<file path="src/rtl/hirq_pkg.sv">
package hirq_pkg;

    typedef enum logic [1:0] {
        OP_READ  = 2'd0,
        OP_WRITE = 2'd1,
        OP_SET   = 2'd2,
        OP_CLEAR = 2'd3
    } csr_op_e;

    typedef enum logic [2:0] {
        SEL_NONE,
        SEL_MIP,
        SEL_MIE,
        SEL_HIP,
        SEL_HIE,
        SEL_HVIP,
        SEL_HGEIE
    } csr_sel_e;

    typedef enum logic {
        ST_IDLE,
        ST_RESP
    } acc_state_e;

    localparam logic [11:0] ADDR_MIE   = 12'h304;
    localparam logic [11:0] ADDR_MIP   = 12'h344;
    localparam logic [11:0] ADDR_HIE   = 12'h604;
    localparam logic [11:0] ADDR_HGEIE = 12'h607;
    localparam logic [11:0] ADDR_HIP   = 12'h644;
    localparam logic [11:0] ADDR_HVIP  = 12'h645;

    localparam int B_SSIP  = 1;
    localparam int B_VSSIP = 2;
    localparam int B_STIP  = 5;
    localparam int B_VSTIP = 6;
    localparam int B_MTIP  = 7;
    localparam int B_SEIP  = 9;
    localparam int B_VSEIP = 10;
    localparam int B_MEIP  = 11;
    localparam int B_SGEIP = 12;
    localparam int B_LCOF  = 13;

    // masks over the low 14 bits, widened in the modules
    localparam logic [13:0] M_MIP_SW  = 14'h2222; // SSIP STIP SEIP LCOF
    localparam logic [13:0] M_MIE     = 14'h3EE6;
    localparam logic [13:0] M_HSHARE  = 14'h1444; // VSSIP VSTIP VSEIP SGEIP
    localparam logic [13:0] M_HVIP    = 14'h2444;
    localparam logic [13:0] M_VSSIP   = 14'h0004;

    function automatic csr_sel_e decode_addr(input logic [11:0] a);
        csr_sel_e s;
        unique case (a)
            ADDR_MIP:   s = SEL_MIP;
            ADDR_MIE:   s = SEL_MIE;
            ADDR_HIP:   s = SEL_HIP;
            ADDR_HIE:   s = SEL_HIE;
            ADDR_HVIP:  s = SEL_HVIP;
            ADDR_HGEIE: s = SEL_HGEIE;
            default:    s = SEL_NONE;
        endcase
        return s;
    endfunction

endpackage

</file>
<file path="src/rtl/hirq_access_fsm.sv">
module hirq_access_fsm
    import hirq_pkg::*;
#(
    parameter int XLEN = 64
) (
    input  logic            clk,
    input  logic            rst_n,
    input  logic            req_valid,
    input  csr_sel_e        sel,
    input  logic [XLEN-1:0] cur_view,
    output logic            req_ready,
    output logic            accept,
    output logic            rsp_valid,
    output logic [XLEN-1:0] rsp_rdata,
    output logic            rsp_illegal
);

    acc_state_e state_q, state_d;
    logic [XLEN-1:0] rdata_q;
    logic            illegal_q;

    // state register
    always_ff @(posedge clk) begin
        if (!rst_n) state_q <= ST_IDLE;
        else        state_q <= state_d;
    end

    // next state and outputs
    always_comb begin
        state_d   = state_q;
        req_ready = 1'b0;
        accept    = 1'b0;
        rsp_valid = 1'b0;
        unique case (state_q)
            ST_IDLE: begin
                req_ready = 1'b1;
                accept    = req_valid;
                if (req_valid) state_d = ST_RESP;   // accept
            end
            ST_RESP: begin
                rsp_valid = 1'b1;
                state_d   = ST_IDLE;                // retire
            end
            default: state_d = ST_IDLE;
        endcase
    end

    always_ff @(posedge clk) begin
        if (!rst_n) begin
            rdata_q   <= '0;
            illegal_q <= 1'b0;
        end else if (accept) begin
            rdata_q   <= (sel == SEL_NONE) ? '0 : cur_view;
            illegal_q <= (sel == SEL_NONE);
        end
    end

    assign rsp_rdata   = rdata_q;
    assign rsp_illegal = illegal_q;

endmodule

</file>
<file path="src/rtl/hirq_store.sv">
module hirq_store
    import hirq_pkg::*;
#(
    parameter int XLEN   = 64,
    parameter int GEILEN = 4
) (
    input  logic            clk,
    input  logic            rst_n,
    input  logic            wr_en,
    input  csr_sel_e        sel,
    input  csr_op_e         op,
    input  logic [XLEN-1:0] wdata,
    input  logic [XLEN-1:0] cur_view,
    input  logic            lcof_pulse,
    output logic [XLEN-1:0] hvip_q,
    output logic [XLEN-1:0] mipsw_q,
    output logic [XLEN-1:0] mie_q,
    output logic [XLEN-1:0] hgeie_q
);

    localparam logic [XLEN-1:0] W_MIP_SW = XLEN'(M_MIP_SW);
    localparam logic [XLEN-1:0] W_MIE    = XLEN'(M_MIE);
    localparam logic [XLEN-1:0] W_HSHARE = XLEN'(M_HSHARE);
    localparam logic [XLEN-1:0] W_HVIP   = XLEN'(M_HVIP);
    localparam logic [XLEN-1:0] W_VSSIP  = XLEN'(M_VSSIP);
    localparam logic [XLEN-1:0] W_HGEIE  = XLEN'(((XLEN+1)'(1) << GEILEN) - 1) << 1;

    logic [XLEN-1:0] newv;
    logic [XLEN-1:0] hvip_d, mipsw_d, mie_d, hgeie_d;

    function automatic logic [XLEN-1:0] merge(input logic [XLEN-1:0] old,
                                              input logic [XLEN-1:0] nv,
                                              input logic [XLEN-1:0] m);
        return (old & ~m) | (nv & m);
    endfunction

    always_comb begin
        unique case (op)
            OP_SET:   newv = cur_view | wdata;
            OP_CLEAR: newv = cur_view & ~wdata;
            default:  newv = wdata;
        endcase
    end

    always_comb begin
        hvip_d  = hvip_q;
        mipsw_d = mipsw_q;
        mie_d   = mie_q;
        hgeie_d = hgeie_q;
        if (wr_en) begin
            unique case (sel)
                SEL_MIP: begin
                    mipsw_d = merge(mipsw_q, newv, W_MIP_SW);
                    hvip_d  = merge(hvip_q, newv, W_VSSIP);
                end
                SEL_HIP:   hvip_d  = merge(hvip_q, newv, W_VSSIP);
                SEL_HVIP:  hvip_d  = merge(hvip_q, newv, W_HVIP);
                SEL_MIE:   mie_d   = merge(mie_q, newv, W_MIE);
                SEL_HIE:   mie_d   = merge(mie_q, newv, W_HSHARE);
                SEL_HGEIE: hgeie_d = merge(hgeie_q, newv, W_HGEIE);
                default: ;
            endcase
        end
        // hardware overflow event wins over a same-cycle write
        if (lcof_pulse) mipsw_d[B_LCOF] = 1'b1;
    end

    always_ff @(posedge clk) begin
        if (!rst_n) begin
            hvip_q  <= '0;
            mipsw_q <= '0;
            mie_q   <= '0;
            hgeie_q <= '0;
        end else begin
            hvip_q  <= hvip_d;
            mipsw_q <= mipsw_d;
            mie_q   <= mie_d;
            hgeie_q <= hgeie_d;
        end
    end

endmodule

</file>
<file path="src/rtl/hirq_view.sv">
module hirq_view
    import hirq_pkg::*;
#(
    parameter int XLEN   = 64,
    parameter int GEILEN = 4,
    parameter int VGW    = 3
) (
    input  csr_sel_e        sel,
    input  logic [XLEN-1:0] hvip_q,
    input  logic [XLEN-1:0] mipsw_q,
    input  logic [XLEN-1:0] mie_q,
    input  logic [XLEN-1:0] hgeie_q,
    input  logic            mtimer_irq,
    input  logic            mext_irq,
    input  logic [GEILEN-1:0] sgei_pend,
    input  logic [VGW-1:0]  vgein,
    output logic [XLEN-1:0] mip_view,
    output logic [XLEN-1:0] cur_view
);

    localparam logic [XLEN-1:0] W_MIP_SW = XLEN'(M_MIP_SW);
    localparam logic [XLEN-1:0] W_HSHARE = XLEN'(M_HSHARE);

    logic [GEILEN-1:0] line_hit;
    logic              sel_line;
    logic              sgeip;

    for (genvar g = 0; g < GEILEN; g++) begin : g_line
        assign line_hit[g] = (vgein == VGW'(g + 1)) && sgei_pend[g];
    end

    assign sel_line = |line_hit;
    assign sgeip    = |(sgei_pend & hgeie_q[GEILEN:1]);

    always_comb begin
        mip_view          = mipsw_q & W_MIP_SW;
        mip_view[B_VSSIP] = hvip_q[B_VSSIP];
        mip_view[B_VSTIP] = hvip_q[B_VSTIP];
        mip_view[B_VSEIP] = hvip_q[B_VSEIP] | sel_line;
        mip_view[B_MTIP]  = mtimer_irq;
        mip_view[B_MEIP]  = mext_irq;
        mip_view[B_SGEIP] = sgeip;
    end

    always_comb begin
        unique case (sel)
            SEL_MIP:   cur_view = mip_view;
            SEL_MIE:   cur_view = mie_q;
            SEL_HIP:   cur_view = mip_view & W_HSHARE;
            SEL_HIE:   cur_view = mie_q & W_HSHARE;
            SEL_HVIP:  cur_view = hvip_q;
            SEL_HGEIE: cur_view = hgeie_q;
            default:   cur_view = '0;
        endcase
    end

endmodule

</file>
<file path="src/rtl/hyp_irq_csr.sv">
module hyp_irq_csr
    import hirq_pkg::*;
#(
    parameter int XLEN   = 64,
    parameter int GEILEN = 4,
    parameter int VGW    = $clog2(GEILEN + 1)
) (
    input  logic              clk,
    input  logic              rst_n,
    input  logic              req_valid,
    output logic              req_ready,
    input  logic [11:0]       req_addr,
    input  logic [1:0]        req_op,
    input  logic [XLEN-1:0]   req_wdata,
    output logic              rsp_valid,
    output logic [XLEN-1:0]   rsp_rdata,
    output logic              rsp_illegal,
    input  logic              mtimer_irq,
    input  logic              mext_irq,
    input  logic              lcof_pulse,
    input  logic [GEILEN-1:0] sgei_pend,
    input  logic [VGW-1:0]    vgein,
    output logic [XLEN-1:0]   irq_pending,
    output logic [XLEN-1:0]   irq_enable
);

    csr_sel_e        sel;
    csr_op_e         op;
    logic            accept;
    logic            wr_en;
    logic [XLEN-1:0] cur_view;
    logic [XLEN-1:0] hvip_q, mipsw_q, mie_q, hgeie_q;
    logic [XLEN-1:0] mip_view;

    assign sel   = decode_addr(req_addr);
    assign op    = csr_op_e'(req_op);
    assign wr_en = accept && (op != OP_READ) && (sel != SEL_NONE);

    hirq_access_fsm #(.XLEN(XLEN)) u_fsm (
        .clk        (clk),
        .rst_n      (rst_n),
        .req_valid  (req_valid),
        .sel        (sel),
        .cur_view   (cur_view),
        .req_ready  (req_ready),
        .accept     (accept),
        .rsp_valid  (rsp_valid),
        .rsp_rdata  (rsp_rdata),
        .rsp_illegal(rsp_illegal)
    );

    hirq_store #(.XLEN(XLEN), .GEILEN(GEILEN)) u_store (
        .clk       (clk),
        .rst_n     (rst_n),
        .wr_en     (wr_en),
        .sel       (sel),
        .op        (op),
        .wdata     (req_wdata),
        .cur_view  (cur_view),
        .lcof_pulse(lcof_pulse),
        .hvip_q    (hvip_q),
        .mipsw_q   (mipsw_q),
        .mie_q     (mie_q),
        .hgeie_q   (hgeie_q)
    );

    hirq_view #(.XLEN(XLEN), .GEILEN(GEILEN), .VGW(VGW)) u_view (
        .sel       (sel),
        .hvip_q    (hvip_q),
        .mipsw_q   (mipsw_q),
        .mie_q     (mie_q),
        .hgeie_q   (hgeie_q),
        .mtimer_irq(mtimer_irq),
        .mext_irq  (mext_irq),
        .sgei_pend (sgei_pend),
        .vgein     (vgein),
        .mip_view  (mip_view),
        .cur_view  (cur_view)
    );

    assign irq_pending = mip_view;
    assign irq_enable  = mie_q;

endmodule

</file>
<file path="config.mk">
export PLATFORM = sky130hd
export DESIGN_NAME = hyp_irq_csr
export DESIGN_NICKNAME = d
export VERILOG_FILES = /design/src/rtl/hirq_pkg.sv /design/src/rtl/hirq_access_fsm.sv /design/src/rtl/hirq_store.sv /design/src/rtl/hirq_view.sv /design/src/rtl/hyp_irq_csr.sv
export SDC_FILE = /design/constraint.sdc
export NUM_CORES = 1
export LEC_CHECK = 0
export BUFFER_PORTS_ARGS = -buffer_cell sky130_fd_sc_hd__buf_4
export CAP_MARGIN = 20
export CORE_ASPECT_RATIO = 0.7
export CORE_MARGIN = 4
export CORE_UTILIZATION = 25
export CTS_CLUSTER_DIAMETER = 100
export CTS_CLUSTER_SIZE = 16
export DETAILED_ROUTE_END_ITERATION = 8
export MAX_ROUTING_LAYER = met4
export SLEW_MARGIN = 20
export SYNTH_ARGS = -nofsm -noshare
export SYNTH_HDL_FRONTEND = slang
export SYNTH_SLANG_ARGS = --single-unit
</file>
<file path="constraint.sdc">
create_clock -name clk -period 2.2 [get_ports clk]
set_input_delay 0 -clock clk [delete_from_list [all_inputs] [get_ports clk]]
set_output_delay 0 -clock clk [all_outputs]
set_load 0.01 [all_outputs]
</file>
# == Word level (Yosys, flattened, before mapping) ==
# Cells that the tools add are included.
# totals
regBits,322
in_bits,91
output_inout_bits,195
elab_cells,73
# op_classes
n_eq_ne,18
mux,14
bitwise_logic,12
reduce_logical,21
# op_table
cell,n
64-bit one-hot mux with 6 select lines,1
64-bit one-hot mux with 2 select lines,2
64-bit by 14-bit OR with 64-bit output,3
64-bit 2-to-1 mux,1
64-bit by 13-bit OR with 64-bit output,1
64-bit by 3-bit OR with 64-bit output,1
64-bit by 5-bit OR with 64-bit output,1
"12-bit by 11-bit == test with 1-bit output, second input constant",4
14-bit 2-to-1 mux,2
14-bit one-hot mux with 2 select lines,1
"12-bit by 10-bit == test with 1-bit output, second input constant",2
3-bit one-hot mux with 6 select lines,1
14-bit bitwise AND,1
14-bit NOT,1
14-bit OR,1
"3-bit by 2-bit == test with 1-bit output, second input constant",4
"3-bit == test, second input constant",4
2-bit AND reduction,5
2-bit nonzero test,5
4-bit OR reduction,2
"3-bit by 1-bit == test with 1-bit output, second input constant",2
1-bit logical AND,6
1-bit 2-to-1 mux,5
4-bit bitwise AND,1
7 further kinds,8

# == Logic depth before layout (Yosys ltp) ==
# logic_depth
depth_word,11
mapped_depth,7
mapped_depth_nobuf,5

# == Hierarchy ==
# A second synthesis with hierarchy kept.
# hier_totals
cells_unflattened,870
area_unflattened_um2,7845.0
# by_module_without_submodules
mod,instances,cells_each,area_each_um2,seq_area_each_um2
hirq_access_fsm,1,244,2895.3,1321.3
hirq_store,1,347,2730.1,440.4
hirq_view,1,257,2077.0,0.0
hyp_irq_csr,1,22,142.6,0.0

# == Worst setup path after synthesis ==
# OpenSTA, ideal clock, no wires.
# synth_path
kind,in2reg
startpoint,in req_addr[7]
endpoint,reg u_store.hgeie_q[1]
setup_ns,0.066
t_arrival_ns,1.724
required_ns,2.134
setup_slack_ns,0.409
path_stages,6
n_path_buf,1
cell_sequence,or3_4 > or4_4 > buf_6 > or2_4 > o32a_1 > a21oi_2
# synth_via
elab_chain_cells,7
word_cells_on_any_way,21
classes_between,eq/ne (12); mux (3); bitwise (3); reduce/logical (3)
# synth_lines
item,line,rtl
from (decl),hyp_irq_csr.sv:12,"input logic [11:0] req_addr,"
12-bit by 11-bit == test with 1-bit output / 12-bit by 10-bit == test with 1-bit output (equally long branches),hirq_pkg.sv:52,unique case (a)
3-bit one-hot mux with 6 select lines *,hirq_pkg.sv:52,
3-bit == test (tied with other cells),"hirq_store.sv:51, hirq_view.sv:46",
64-bit one-hot mux with 6 select lines,hirq_view.sv:46,unique case (sel)
14-bit bitwise AND / 14-bit OR (equally long branches),"hirq_store.sv:40, hirq_store.sv:39",
14-bit one-hot mux with 2 select lines,hirq_store.sv:38,unique case (op)
64-bit by 5-bit OR with 64-bit output,hirq_store.sv:34,return (old & ~m) | (nv & m);
to (signal assigned),hirq_store.sv:78,hgeie_q <= hgeie_d;
to (decl),hirq_store.sv:18,output logic [XLEN-1:0] hgeie_q
# Every way passes the cells marked *; elsewhere a longest branch is shown, timed or not.
# A chain may end at the register's enable or synchronous reset.

# == Worst setup path in the final report ==
# layout_path
startpoint,in req_addr[7]
endpoint,reg u_store.mipsw_q[5]
# layout_via
elab_chain_cells,7
word_cells_on_any_way,21
classes_between,eq/ne (12); mux (3); bitwise (3); reduce/logical (3)
# layout_lines
item,line,rtl
12-bit by 11-bit == test with 1-bit output / 12-bit by 10-bit == test with 1-bit output (equally long branches),hirq_pkg.sv:52,
3-bit one-hot mux with 6 select lines *,hirq_pkg.sv:52,
3-bit == test (tied with other cells),hirq_view.sv:46,
64-bit one-hot mux with 6 select lines,hirq_view.sv:46,
14-bit bitwise AND / 14-bit OR (equally long branches),"hirq_store.sv:40, hirq_store.sv:39",
14-bit one-hot mux with 2 select lines,hirq_store.sv:38,
64-bit by 14-bit OR with 64-bit output,hirq_store.sv:34,
to (signal assigned),hirq_store.sv:76,mipsw_q <= mipsw_d;
to (decl),hirq_store.sv:16,"output logic [XLEN-1:0] mipsw_q,"
# Marks and branches as above.

==> reports/results.ini <==
[run_status]
status=finished clean

[clock_tree]
htree_num_levels=2
clock-root-buffer=clkbuf_16
cts_tree=built
clock-sinks=36
insertion_delay_ns=0.28
numCtsBuffers=5
clkTransAtPathRegs_ns=0.06
cts_setup_buffers=0
cts.path.max_buffers=2
cts_resized=0
ctsHoldBuffers=0

[grt]
grt_max_degree=24
grt.overflow.total=0
grt_pass1_wl_um=12100
antenna_found_initial=0
grt_pass1_vias=2184
grt_usage_pct=11.1

[synthesis]
ys_top_cells_by_area=buf_4 (40%), dfxtp_1 (23%), a21oi_1 (3.7%)
synth_xor_area_share_pct=0.281
synth_top_family_by_area=buffers and inverters
ys_warn_count=0
yosysTopAreaCell=buf_4
syn_area_sq_um=3120
synth-simple-area-share_pct=16.2
synth_edf_count=0
synth_cells=401
synth_compound_area_share_pct=15.8
synth.avg_cell_area_sq_um=7.77
ys_ff_latch=36
synthArstFlopShare_pct=0
synth_mux_area_share_pct=2.25
synth_top_area_share_pct=40.0
seq_area_frac_synth_pct=23.1
synthAdderAreaFrac_pct=0
synthDistinctLibCells=50
synthFlopType=dfxtp_1

[critical_path]
slowest_delay_ns=0.61
crit_arrival_ns=1.95
cp_slowest_cell=or4_4
cp_cell_sequence=buf_4 -> or3_4 -> or4_4 -> or2_4 -> o31a_1 -> o22ai_1
critPathKind=primary input to flop
cp-end-kind=flop
rrSetupSlack_ns=0.52
cp_data_required_time_ns=2.40
path_max_fanout=8
worstSetupStartpointType=primary input

[final_layout]
final_area_sq_um=3380
area_growth_pct=8.35
nets=563
stdcell_count=630
mostFrequentLayoutCell=conb_1
layout_common_cells=conb_1 (160), buf_4 (82), dfxtp_1 (36)
postLayoutCoreUtil_pct=28.3
antenna_cells=0
layout-drive-gt1-share_pct=20.7

[floorplan]
fp-row-count=33
io_pins=286
core_area_sq_um=11900
initial_core_util_pct=26.1
die_w_um=141
die_y_um=101
die_area_sq_um=14300

[timing]
rsz0062_at_grt=no
period_minus_slack_ns=1.75
fin_crit_sh_pct=79.4
fmax_mhz=572
setup_ws_ns=0.453
slew_headroom_pct=57.5
setup_viol=0
timing.hold.ws_ns=0.0107
worst_slew_pin_slew_ns=0.629
fin_worst_skew_ns=0.00360
finalSetupTns_ns=0
hold_violations=0
slew_violations=0

[placed_design]
dp.cells=622
gp_congestion=0.848
pre_cts_slack_ns=0.179
dpl.hpwl_um=7160
post_dp_cell_area_sq_um=3230
io_buffers=73

[power]
ir_drop_mv=0.284
leakage_nw=1.62
power_mw=1.71
p_per_area_nw_per_um2=508

[routing]
drt-initial-drc-count=103
postRouteAntennaNets=0
drc=0
firstDrtPassIters=4
totalWireLength_um=8700
route.vias.total=2481
routedWlPerCell_um=13.8
vias_per_cell=3.94

[flow_run]
maxCapViolCount=0

[min_path]
worst_hold_path_type=primary input to flop

registers in the layout (all words and copies together) (netlist names):
register / flops
u_fsm.rsp_illegal: 1
u_store.mipsw_q: 4
u_fsm.rsp_rdata: 12
u_fsm.state_q: 1
u_store.hvip_q: 4
u_store.mie_q: 10
u_store.hgeie_q: 4
worst max-delay path, delay by kind of cell:
family | cells | cell delay, ns
compound gates | 2 | 0.49
simple gates | 3 | 1.32
buf+inv | 1 | 0.12
path summary, 6_finish.rpt:
check                                         start             endpoint  cells after the start
worst min register to register  u_fsm.rsp_rdata[13]  u_fsm.rsp_rdata[13]                      2
worst max register to register        u_fsm.state_q   u_store.mipsw_q[1]                      6
worst max-delay path                    req_addr[7]   u_store.mipsw_q[5]                      6
worst min-delay path                   req_wdata[4]   u_store.hgeie_q[4]                      3
metal layers:
metal	GRT usage, %	vias to the layer above	routed length [um]
li1	-	1196	-
met1	14.1	1158	3640
met2	17.6	119	4250
met3	3.21	8	755
met4	2.43	0	56
met5	-	-	0
power by group:
group | internal, mW | total, mW | switching, mW
Combinational | 0.0961 | 0.339 | 0.243
Clock | 0.446 | 0.712 | 0.266
Sequential | 0.659 | 0.664 | 0.00471
Total | 1.20 | 1.71 | 0.513
Yosys cell counts (3+ instances only):
cell type and n:
a21oi_1 23, a22oi_1 3, a31oi_1 9, buf_4 166, clkbuf_1 8, dfxtp_1 36, inv_1 4, mux2i_1 7
nand2_1 25, nand2b_1 4, nand3_1 8, nor2_1 21, nor3_1 11, nor4_1 4, o21ai_0 21, o22ai_1 6
o31a_1 5
cells by family after synthesis:
group / count (synthesis)
other cells: 1
buf+inv: 182
compound gates: 79
flops: 36
simple gates: 95
xor+xnor: 1
mux: 7
layout make-up:
cell class | count | area (sq um)
clock buffers | 6 | 139
inverters | 5 | 18.8
flip-flops and latches | 36 | 721
well taps | 157 | 196
clock inverters | 2 | 10.0
repair buffers | 82 | 616
fillers | 1311 | 8560
multi-input cells | 342 | 1680
Note: power is estimated with default switching activity, not from simulation.
